$ cat src/rtl/sidf_pkg.sv
package sidf_pkg;

    localparam int SID_W = 32;

    typedef struct packed {
        logic [SID_W-1:0] value;  // compare value, ignored bits zeroed
        logic [SID_W-1:0] care;   // 1 = bit must match
    } sidf_filter_t;

    // Bits at and below the lowest zero of the match value.
    // Adding one flips exactly that run, so the xor exposes it.
    // An all-ones value wraps to zero and yields all ones.
    function automatic logic [SID_W-1:0] span_ignore_bits(input logic [SID_W-1:0] mval);
        logic [SID_W-1:0] inc;
        inc = mval + {{(SID_W-1){1'b0}}, 1'b1};
        return mval ^ inc;
    endfunction

    function automatic sidf_filter_t build_filter(input logic [SID_W-1:0] mval,
                                                  input logic            span);
        sidf_filter_t f;
        f.care  = span ? ~span_ignore_bits(mval) : {SID_W{1'b1}};
        f.value = mval & f.care;
        return f;
    endfunction

endpackage

$ cat src/rtl/sidf_src_select.sv
module sidf_src_select
    import sidf_pkg::*;
#(
    parameter int NUM_CTR = 4
) (
    input  logic                            global_mode_i,
    input  logic [NUM_CTR-1:0][SID_W-1:0]   own_val_i,
    input  logic [NUM_CTR-1:0]              own_span_i,
    output logic [NUM_CTR-1:0][SID_W-1:0]   eff_val_o,
    output logic [NUM_CTR-1:0]              eff_span_o
);

    genvar g;
    generate
        for (g = 0; g < NUM_CTR; g++) begin : g_lane_src
            if (g == 0) begin : g_base
                assign eff_val_o[g]  = own_val_i[0];
                assign eff_span_o[g] = own_span_i[0];
            end else begin : g_other
                assign eff_val_o[g]  = global_mode_i ? own_val_i[0]  : own_val_i[g];
                assign eff_span_o[g] = global_mode_i ? own_span_i[0] : own_span_i[g];
            end
        end
    endgenerate

endmodule

$ cat src/rtl/sidf_lane.sv
module sidf_lane
    import sidf_pkg::*;
(
    input  logic             clk,
    input  logic             rst,
    input  logic             sid_valid_i,
    input  logic [SID_W-1:0] sid_i,
    input  logic [SID_W-1:0] mval_i,
    input  logic             span_i,
    output logic             accept_o
);

    sidf_filter_t filt;
    logic         hit;

    always_comb begin
        filt = build_filter(mval_i, span_i);
        hit  = ((sid_i & filt.care) == filt.value);
    end

    always_ff @(posedge clk) begin
        if (rst)
            accept_o <= 1'b0;
        else
            accept_o <= sid_valid_i & hit;
    end

    p_exact_hit_r1: assert property (@(posedge clk) disable iff (rst)
        (sid_valid_i && !span_i && sid_i == mval_i) |=> accept_o);

    p_exact_miss_r1: assert property (@(posedge clk) disable iff (rst)
        (sid_valid_i && !span_i && sid_i != mval_i) |=> !accept_o);

    p_all_wild_r4: assert property (@(posedge clk) disable iff (rst)
        (sid_valid_i && span_i && (&mval_i)) |=> accept_o);

    p_idle_low_r7: assert property (@(posedge clk) disable iff (rst)
        !sid_valid_i |=> !accept_o);

endmodule

$ cat src/rtl/sidf_matcher.sv
module sidf_matcher
    import sidf_pkg::*;
#(
    parameter int NUM_CTR = 4
) (
    input  logic                       clk,
    input  logic                       rst,
    input  logic                       sid_valid_i,
    input  logic [31:0]                sid_i,
    input  logic                       global_mode_i,
    input  logic [NUM_CTR*32-1:0]      match_val_i,
    input  logic [NUM_CTR-1:0]         span_i,
    output logic [NUM_CTR-1:0]         accept_o,
    output logic                       accept_valid_o
);

    logic [NUM_CTR-1:0][SID_W-1:0] own_val;
    logic [NUM_CTR-1:0][SID_W-1:0] eff_val;
    logic [NUM_CTR-1:0]            eff_span;

    assign own_val = match_val_i;

    sidf_src_select #(.NUM_CTR(NUM_CTR)) u_select (
        .global_mode_i (global_mode_i),
        .own_val_i     (own_val),
        .own_span_i    (span_i),
        .eff_val_o     (eff_val),
        .eff_span_o    (eff_span)
    );

    genvar g;
    generate
        for (g = 0; g < NUM_CTR; g++) begin : g_lane
            sidf_lane u_lane (
                .clk         (clk),
                .rst         (rst),
                .sid_valid_i (sid_valid_i),
                .sid_i       (sid_i),
                .mval_i      (eff_val[g]),
                .span_i      (eff_span[g]),
                .accept_o    (accept_o[g])
            );
        end
    endgenerate

    always_ff @(posedge clk) begin
        if (rst)
            accept_valid_o <= 1'b0;
        else
            accept_valid_o <= sid_valid_i;
    end

    p_valid_delay_r7: assert property (@(posedge clk) disable iff (rst)
        sid_valid_i |=> accept_valid_o);

    p_valid_idle_r7: assert property (@(posedge clk) disable iff (rst)
        !sid_valid_i |=> (!accept_valid_o && accept_o == '0));

    p_global_uniform_r5: assert property (@(posedge clk) disable iff (rst)
        (global_mode_i && sid_valid_i) |=>
            ($countones(accept_o) == 0 || $countones(accept_o) == NUM_CTR));

endmodule

$ cat config.mk
export PLATFORM = sky130hd
export DESIGN_NAME = sidf_matcher
export DESIGN_NICKNAME = d
export VERILOG_FILES = /design/src/rtl/sidf_pkg.sv /design/src/rtl/sidf_src_select.sv /design/src/rtl/sidf_lane.sv /design/src/rtl/sidf_matcher.sv
export SDC_FILE = /design/constraint.sdc
export NUM_CORES = 1
export LEC_CHECK = 0
export ABC_CLOCK_PERIOD_IN_PS = 6800
export BUFFER_PORTS_ARGS = -buffer_cell sky130_fd_sc_hd__buf_2
export CAP_MARGIN = 10
export CELL_PAD_IN_SITES_DETAIL_PLACEMENT = 2
export CELL_PAD_IN_SITES_GLOBAL_PLACEMENT = 2
export CORE_ASPECT_RATIO = 1.75
export CORE_MARGIN = 5
export CORE_UTILIZATION = 31
export CTS_CLUSTER_DIAMETER = 60
export DETAILED_ROUTE_END_ITERATION = 8
export GPL_ROUTABILITY_DRIVEN = 0
export HOLD_SLACK_MARGIN = 0.1
export PLACE_DENSITY_LB_ADDON = 0.08
export SYNTH_ARGS = -nofsm -noshare
export SYNTH_HDL_FRONTEND = slang
export SYNTH_SLANG_ARGS = --single-unit
$ cat constraint.sdc
create_clock -name clk -period 6.8 [get_ports clk]
set_input_delay 1.36 -clock clk [delete_from_list [all_inputs] [get_ports clk]]
set_output_delay 1.36 -clock clk [all_outputs]
set_load 0.03 [all_outputs]
==> results of run 1 <==
metrics by stage:
stage | setup slack [ns] | utilization | std cells | cell area, um2 | power, uW
CTS | 2.17 | 0.373 | 1074 | 6130 | 576
global route | 1.89 | 0.373 | 1074 | 6130 | 612
detailed placement | 1.90 | 0.368 | 1070 | 6050 | 466
floorplan | 3.26 | - | 736 | 5210 | 296
global placement | 2.21 | 0.368 | 1070 | 6050 | 455
finish | 2.06 | 0.373 | 1074 | 6130 | 581
worst max-delay path by stage:
stage	from	to	cells past startpoint
2_1_floorplan	global_mode_i	g_lane[2].u_lane.accept_o	8
3_3_place_gp	global_mode_i	g_lane[3].u_lane.accept_o	9
3_5_place_dp	global_mode_i	g_lane[1].u_lane.accept_o	9
4_1_cts	global_mode_i	g_lane[1].u_lane.accept_o	9
5_1_grt	global_mode_i	g_lane[1].u_lane.accept_o	9
6_report	global_mode_i	g_lane[1].u_lane.accept_o	9
layout by cell type, fill, tap and decap left out, drive strengths merged, types with 13 or more instances in the layout:
master,count
o21ai,39
nor3,13
nor2,30
nor4,13
nand4,22
nand2,47
mux2i,73
nor2b,18
a21oi,47
xnor2,92
nand3b,16
nand3,31
buf,175
xor2,31
power by group through the flow:
stage / sequential [uW] / clock [uW] / combinational, uW
floorplan: 31.0 / 0 / 265
global placement: 30.3 / 0 / 425
detailed placement: 30.3 / 0 / 436
CTS: 29.9 / 107 / 439
global route: 29.9 / 108 / 474
finish: 29.9 / 106 / 446
cells by family after synthesis:
kind of cell / count (synthesis) / share of synthesized area
buffers and inverters: 77 / 0.0706
muxes: 83 / 0.162
DFF: 5 / 0.0192
xor gates and xnor gates: 123 / 0.207
AOI/OAI and AO/OA: 194 / 0.253
and+or+nand+nor: 253 / 0.286
adders and majority gates: 1 / 0.00240
layout make-up:
cell class,count,area [um2],area share
well taps,224,280,0.0457
inverters,12,45.0,0.00734
flip-flops and latches,5,100,0.0163
multi-input cells,654,4740,0.773
clock buffers,4,78.8,0.0129
repair buffers,175,890,0.145
cells in the mapped netlist, types with 5 or more instances:
| master | n |
|---|---|
| nor2_1 | 30 |
| xor2_1 | 31 |
| nand2_1 | 47 |
| nand3_1 | 31 |
| and3b_1 | 7 |
| a21oi_1 | 46 |
| mux2_2 | 8 |
| nand4_1 | 21 |
| and2_1 | 5 |
| xnor2_1 | 92 |
| o2111ai_1 | 6 |
| buf_2 | 20 |
| dfxtp_1 | 5 |
| and4_1 | 6 |
| mux2i_1 | 73 |
| o31ai_1 | 6 |
| a222oi_1 | 5 |
| or4_1 | 7 |
| nor3_1 | 12 |
| a21o_1 | 5 |
| a211oi_1 | 5 |
| nor2b_1 | 18 |
| a32oi_1 | 11 |
| nand4b_1 | 5 |
| a22oi_1 | 5 |
| a31oi_1 | 10 |
| clkbuf_1 | 31 |
| nand3b_1 | 15 |
| o21ai_0 | 36 |
| o22ai_1 | 8 |
| nor4_1 | 11 |
| buf_4 | 12 |
| or3_1 | 5 |
| inv_1 | 12 |
| and3_1 | 12 |
registers in the layout, summed over array words and instances (netlist names):
register / count
accept_valid_o: 1
g_lane.u_lane.accept_o: 4
routing by layer:
layer,share of wire,wire [um],track usage,vias to the layer above
met4,0.097,2940,0.242,0
met2,0.50,15300,0.539,333
met5,0,0,0,-
met3,0.047,1440,0.0245,135
met1,0.35,10700,0.316,3277
li1,-,-,-,3010
critical path, delay by kind of cell:
kind	cells	cell delay (ns)
and+or+nand+nor	5	1.49
AOI/OAI and AO/OA	2	0.83
buffers and inverters	2	1.12
==> results.md, run 1 <==
- VDD IR max: 0.0585 mV
- Worst Path Required: 6.95 ns
- Die Ht: 181 um
- Int Pwr: 277 uW
- Post-Syn Area per Cell: 7.08 um2
- Clock share of power: 0.182
- Grt total ovfl: 0
- CTS Buffer Depth: 2
- Post-detail-place hpwl: 26.3 mm
- Fillers: 2073
- Worst-Margin Slew: 0.868 ns
- Number of DRC markers after the initial detailed-route iteration: 368
- Most frequent CP cell: nand3_1
- First-pass GRT wire length: 44.9 mm
- Cell Pwr Density: 94.7 nW/um2
- Global Route Usage Sum: 0.302
- Cells along the critical path: buf_6, buf_4, nand3_1, a222oi_1, nand3_1, nor4b_1, o22a_1, nand4_1, nor4_2
- Top FF cell, synth: dfxtp_1
- Sequential element share of the synthesized area: 0.0192
- Comb power frac: 0.767
- Port-buffer cells: 172
- Initial antenna violation count: 0
- Min Hold Slack: 1.65 ns
- I/O pin cnt: 173
- DRC viols: 0
- # hold bufs at CTS: 0
- Final WL: 30.4 mm
- Post-CTS sizing: 0
- Worst hold stages: 3
- Slew Limit Headroom: 0.421
- Sw Pwr: 304 uW
- Number of global-route vias before repair: 7518
- HP Class: in -> reg
- CTS tree: yes
- Synth Register Bits: 5
- Area contributors post-synth: xnor2_1, mux2i_1, xor2_1
- Clock buffer count from CTS: 3
- Synthesized netlist cell count: 736
- WP data arrival: 4.90 ns
- Drt pass-1 iters: 5
- Final number of setup-violating endpoints: 0
- Initial Utilization: 0.317
- Syn-to-layout area delta: 17.8%
- Final Cycle Share: 0.698
- Root Driver: clkbuf_16
- Lkg Pwr: 0.00245 uW
- Routed len/inst: 28.3 um
- Yosys top cell by area: xnor2_1
- Synth Cell Area: 5210 um2
- Status: complete, no violations
- Setup bufs post-CTS: 0
- RSZ-0062 raised after global routing: false
- Max Slew Vio Count: 0
- Reg clk slew, reported paths: 0.04 ns
- CP max FO: 102
- Max cap viols: 0
- Type of origin of the critical path: primary input
- CTS H-tree depth: 1
- Hold_sp: sid_valid_i
- Setup crit end kind: register
- Nets: 1020
- # diodes: 0
- Worst path slowest cell: buf_6
- Post-synth EDFFs: 0
- Die ar.: 19600 um2
- Die Wd: 108 um
- Synth async-reset ratio: 0
- Tmin final: 4.74 ns
- Worst path max stage delay: 0.62 ns
- Largest net degree at the start of global routing: 103
- Seq pwr share: 0.051
- FP Rows: 62
- Setup Crit Path Kind: in -> reg
- Core area: 16400 um2
- Synthesis Warnings: 0
- Vias per cell: 6.29
- Max Fclk: 211 MHz
- Setup_tns: 0 ns
- Final Hold Violating Endpoints: 0
- Synth cell types: 80
- Ratio of cells with drive above 1 in the final layout: 0.233
- Final ANT Viol Nets: 0
- Hold EP: accept_valid_o
- Via count: 6755
- Net count after synthesis: 905
- Post-synth top area share: 0.155
- Sw Share: 0.524
- Clock Sinks: 5
No activity file was read; power rests on OpenSTA's default activity.
==> run 2, diff against run 1 <==
--- a/config.mk
+++ b/config.mk
@@ -5,14 +5,15 @@
 export SDC_FILE = /design/constraint.sdc
 export NUM_CORES = 1
 export LEC_CHECK = 0
-export ABC_CLOCK_PERIOD_IN_PS = 6800
+export ABC_AREA = 1
+export ABC_CLOCK_PERIOD_IN_PS = 4700
 export BUFFER_PORTS_ARGS = -buffer_cell sky130_fd_sc_hd__buf_2
 export CAP_MARGIN = 10
 export CELL_PAD_IN_SITES_DETAIL_PLACEMENT = 2
 export CELL_PAD_IN_SITES_GLOBAL_PLACEMENT = 2
 export CORE_ASPECT_RATIO = 1.75
 export CORE_MARGIN = 5
-export CORE_UTILIZATION = 31
+export CORE_UTILIZATION = 24
 export CTS_CLUSTER_DIAMETER = 60
 export DETAILED_ROUTE_END_ITERATION = 8
 export GPL_ROUTABILITY_DRIVEN = 0
==> constraint.sdc (replaced) <==
create_clock -name clk -period 4.7 [get_ports clk]
set_input_delay 0.94 -clock clk [delete_from_list [all_inputs] [get_ports clk]]
set_output_delay 0.94 -clock clk [all_outputs]
set_load 0.03 [all_outputs]
==> results.md, run 2 <==
- Status: complete, no violations
- CTS Buffer Depth: 2 (unchanged)
- FP Rows: 72 (+16%)
- Post-DP Area: 6430 um2 (+6.1%)
- Fillers: 3086 (+49%)
- Int Pwr: 359 uW (+30%)
- Top FF cell, synth: dfxtp_1
- Clock share of power: 0.202 (+0.020)
- Final Cycle Share: 0.734
- Worst-Margin Slew: 1.10 ns (+0.232 ns)
- Grt total ovfl: 0 (unchanged)
- Most frequent cell after synthesis: nand2_1
- Initial Utilization: 0.242 (-0.0748)
- Largest net degree at the start of global routing: 47 (-54%)
- Area contributors post-synth: nand2_1, xor2_1, nor2_1
- HP Class: in -> reg
- Delay-heaviest family, CP: simple AND/OR/NAND/NOR gates
- Post-synth top area share: 0.374 (+0.219)
- Final WL: 34.2 mm (+12%)
- Number of DRC markers after the initial detailed-route iteration: 289 (-21%)
- Worst Path Buf+Inv: 3 (+1)
- Synthesis Warnings: 0 (unchanged)
- Commonest non-fill, non-tap cell in the layout: nand2_1
- Number of global-route vias before repair: 8356 (+11%)
- # hold bufs at CTS: 0 (unchanged)
- DRC viols: 0 (unchanged)
- Setup crit end kind: register
- Cell count along the critical path: 12 (+3)
- Synth Cell Area: 5320 um2 (+2.1%)
- Synthesized netlist cell count: 1129 (+53%)
- Final Hold Violating Endpoints: 0 (unchanged)
- Setup Crit Path Kind: in -> reg
- Sequential element share of the synthesized area: 0.0188 (-0.000389)
- Yosys top cell by area: nand2_1
- Nets: 1456 (+43%)
- Max cap viols: 0 (unchanged)
- Worst Path Required: 4.90 ns (-2.05 ns)
- Syn-to-layout area delta: 22.4%
- Global Route Usage Sum: 0.267 (-0.0355)
- Post-detail-place hpwl: 30.8 mm (+17%)
- Setup bufs post-CTS: 0 (unchanged)
- Synth Register Bits: 5 (unchanged)
- Core area: 22000 um2 (+34%)
- Comb power frac: 0.747 (-0.020)
- Hold_sp: rst
- CP max FO: 21 (-79%)
- CTS H-tree depth: 1 (unchanged)
- Worst path max stage delay: 0.62 ns (about the same)
- Initial antenna violation count: 0 (unchanged)
- Most flops, register: g_lane.u_lane.accept_o
- Net count after synthesis: 1298 (+43%)
- CTS tree: yes
- Root Driver: clkbuf_16
- Post-Syn Area per Cell: 4.71 um2 (-33%)
- Final ANT Viol Nets: 0 (unchanged)
- Routed len/inst: 21.6 um (-24%)
- Tmin final: 3.45 ns
- Post-synth EDFFs: 0 (unchanged)
- Type of origin of the critical path: primary input
- Worst hold stages: 2 (-1)
- WP data arrival: 3.65 ns (-1.25 ns)
- Clock buffer count from CTS: 3 (unchanged)
- Die ar.: 25300 um2 (+29%)
- Via count: 7645 (+13%)
- Max FFs per register: 4 (unchanged)
- Crit path launch: global_mode_i
- Final number of setup-violating endpoints: 0 (unchanged)
- Port-buffer cells: 172 (unchanged)
- VDD IR max: 0.0869 mV (+48%)
- Commonest cells in the netlist: nand2_1, nor2_1, xor2_1, nand3_1, inv_1
- Clock Sinks: 5 (unchanged)
- Finished Cell Area: 6500 um2 (+6.1%)
- Cell Pwr Density: 131 nW/um2 (+38%)
- Reg clk slew, reported paths: 0.05 ns (about the same)
- Leading cell types in the layout, fill and taps excluded: nand2_1, buf_2, nor2_1, xor2_1, nand3_1
- Drt pass-1 iters: 4 (-1)
- Most frequent CP cell: nor2_1
- Post-CTS sizing: 0 (unchanged)
- Cells along the critical path: buf_2, buf_4, nand2_1, o21ai_1, inv_2, nor2_1, nand3_1, o21ai_0, nand2_1, nor2_1, nand3_1, nor2_1
- RSZ-0062 raised after global routing: false
- Synth cell types: 31 (-61%)
- I/O pin cnt: 173 (unchanged)
- Sw Share: 0.578 (+0.0539)
- Die Ht: 207 um (+14%)
- Max Slew Vio Count: 0 (unchanged)
- Largest registers: g_lane.u_lane.accept_o x4, accept_valid_o x1
- Synth async-reset ratio: 0 (unchanged)
- Final Util: 0.296 (-0.0770)
- # diodes: 0 (unchanged)
- Vias per cell: 4.83 (-23%)
- Setup_tns: 0 ns (unchanged)
- Ratio of cells with drive above 1 in the final layout: 0.160 (-0.0728)
- Max Fclk: 290 MHz
- Min Hold Slack: 0.984 ns (-0.668 ns)
- First-pass GRT wire length: 49.6 mm (+11%)
- Overall Power: 849 uW (+46%)
- Seq pwr share: 0.051 (about the same)
- Die Wd: 122 um (+13%)
- Sw Pwr: 491 uW (+61%)
- Slew Limit Headroom: 0.262 (-0.160)
- Worst path slowest cell: o21ai_1
- Lkg Pwr: 0.00338 uW (+38%)
==> run 2: changes by cell type after synthesis, sizes merged, moves of 53 or more <==
cell   change
inv       +73
mux2i     -73
nand2    +492
nand3     +53
nor2     +149
xnor2     -74
xor2      +61
==> run 2: per-stage QoR <==
stage / worst slack [ns] / instances
2_1_floorplan: 2.40 / 1129
3_3_place_gp: 1.05 / 1578
3_5_place_dp: 1.01 / 1578
4_1_cts: 1.25 / 1582
5_1_grt: 0.842 / 1582
6_report: 1.25 / 1582
==> run 2: path summary, 6_finish.rpt <==
check,end
max,g_lane[1].u_lane.accept_o
min,accept_valid_o
==> run 2: layout make-up <==
| cell class | count | area [um2] | area share |
|---|---|---|---|
| Clock buffer | 4 | 78.8 | 0.0121 |
| Inverter | 85 | 319 | 0.0490 |
| Multi-Input combinational cell | 1016 | 4730 | 0.728 |
| Sequential cell | 5 | 100 | 0.0154 |
| Tap cell | 296 | 370 | 0.0569 |
| Timing Repair Buffer | 176 | 903 | 0.139 |
==> run 2: metal layers <==
layer | vias up | track usage | part of all wire
li1 | 3821 | - | -
met1 | 3517 | 0.288 | 0.38
met2 | 247 | 0.504 | 0.52
met3 | 60 | 0.0207 | 0.038
met4 | 0 | 0.146 | 0.061
met5 | - | 0 | 0
==> run 2: cells by family after synthesis <==
logic type,after synthesis,synth area share
compound gates,67,0.0678
simple gates,838,0.639
xor+xnor,110,0.181
fa+ha+maj,1,0.00235
flops,5,0.0188
buf+inv,108,0.0906
==> run 2: power groups by stage <==
stage	registers [uW]	logic [uW]	clock network (uW)
floorplan	44.8	355	0
global placement	43.9	628	0
detailed placement	43.9	632	0
CTS	43.1	637	176
global route	43.1	696	175
finish	43.1	634	172
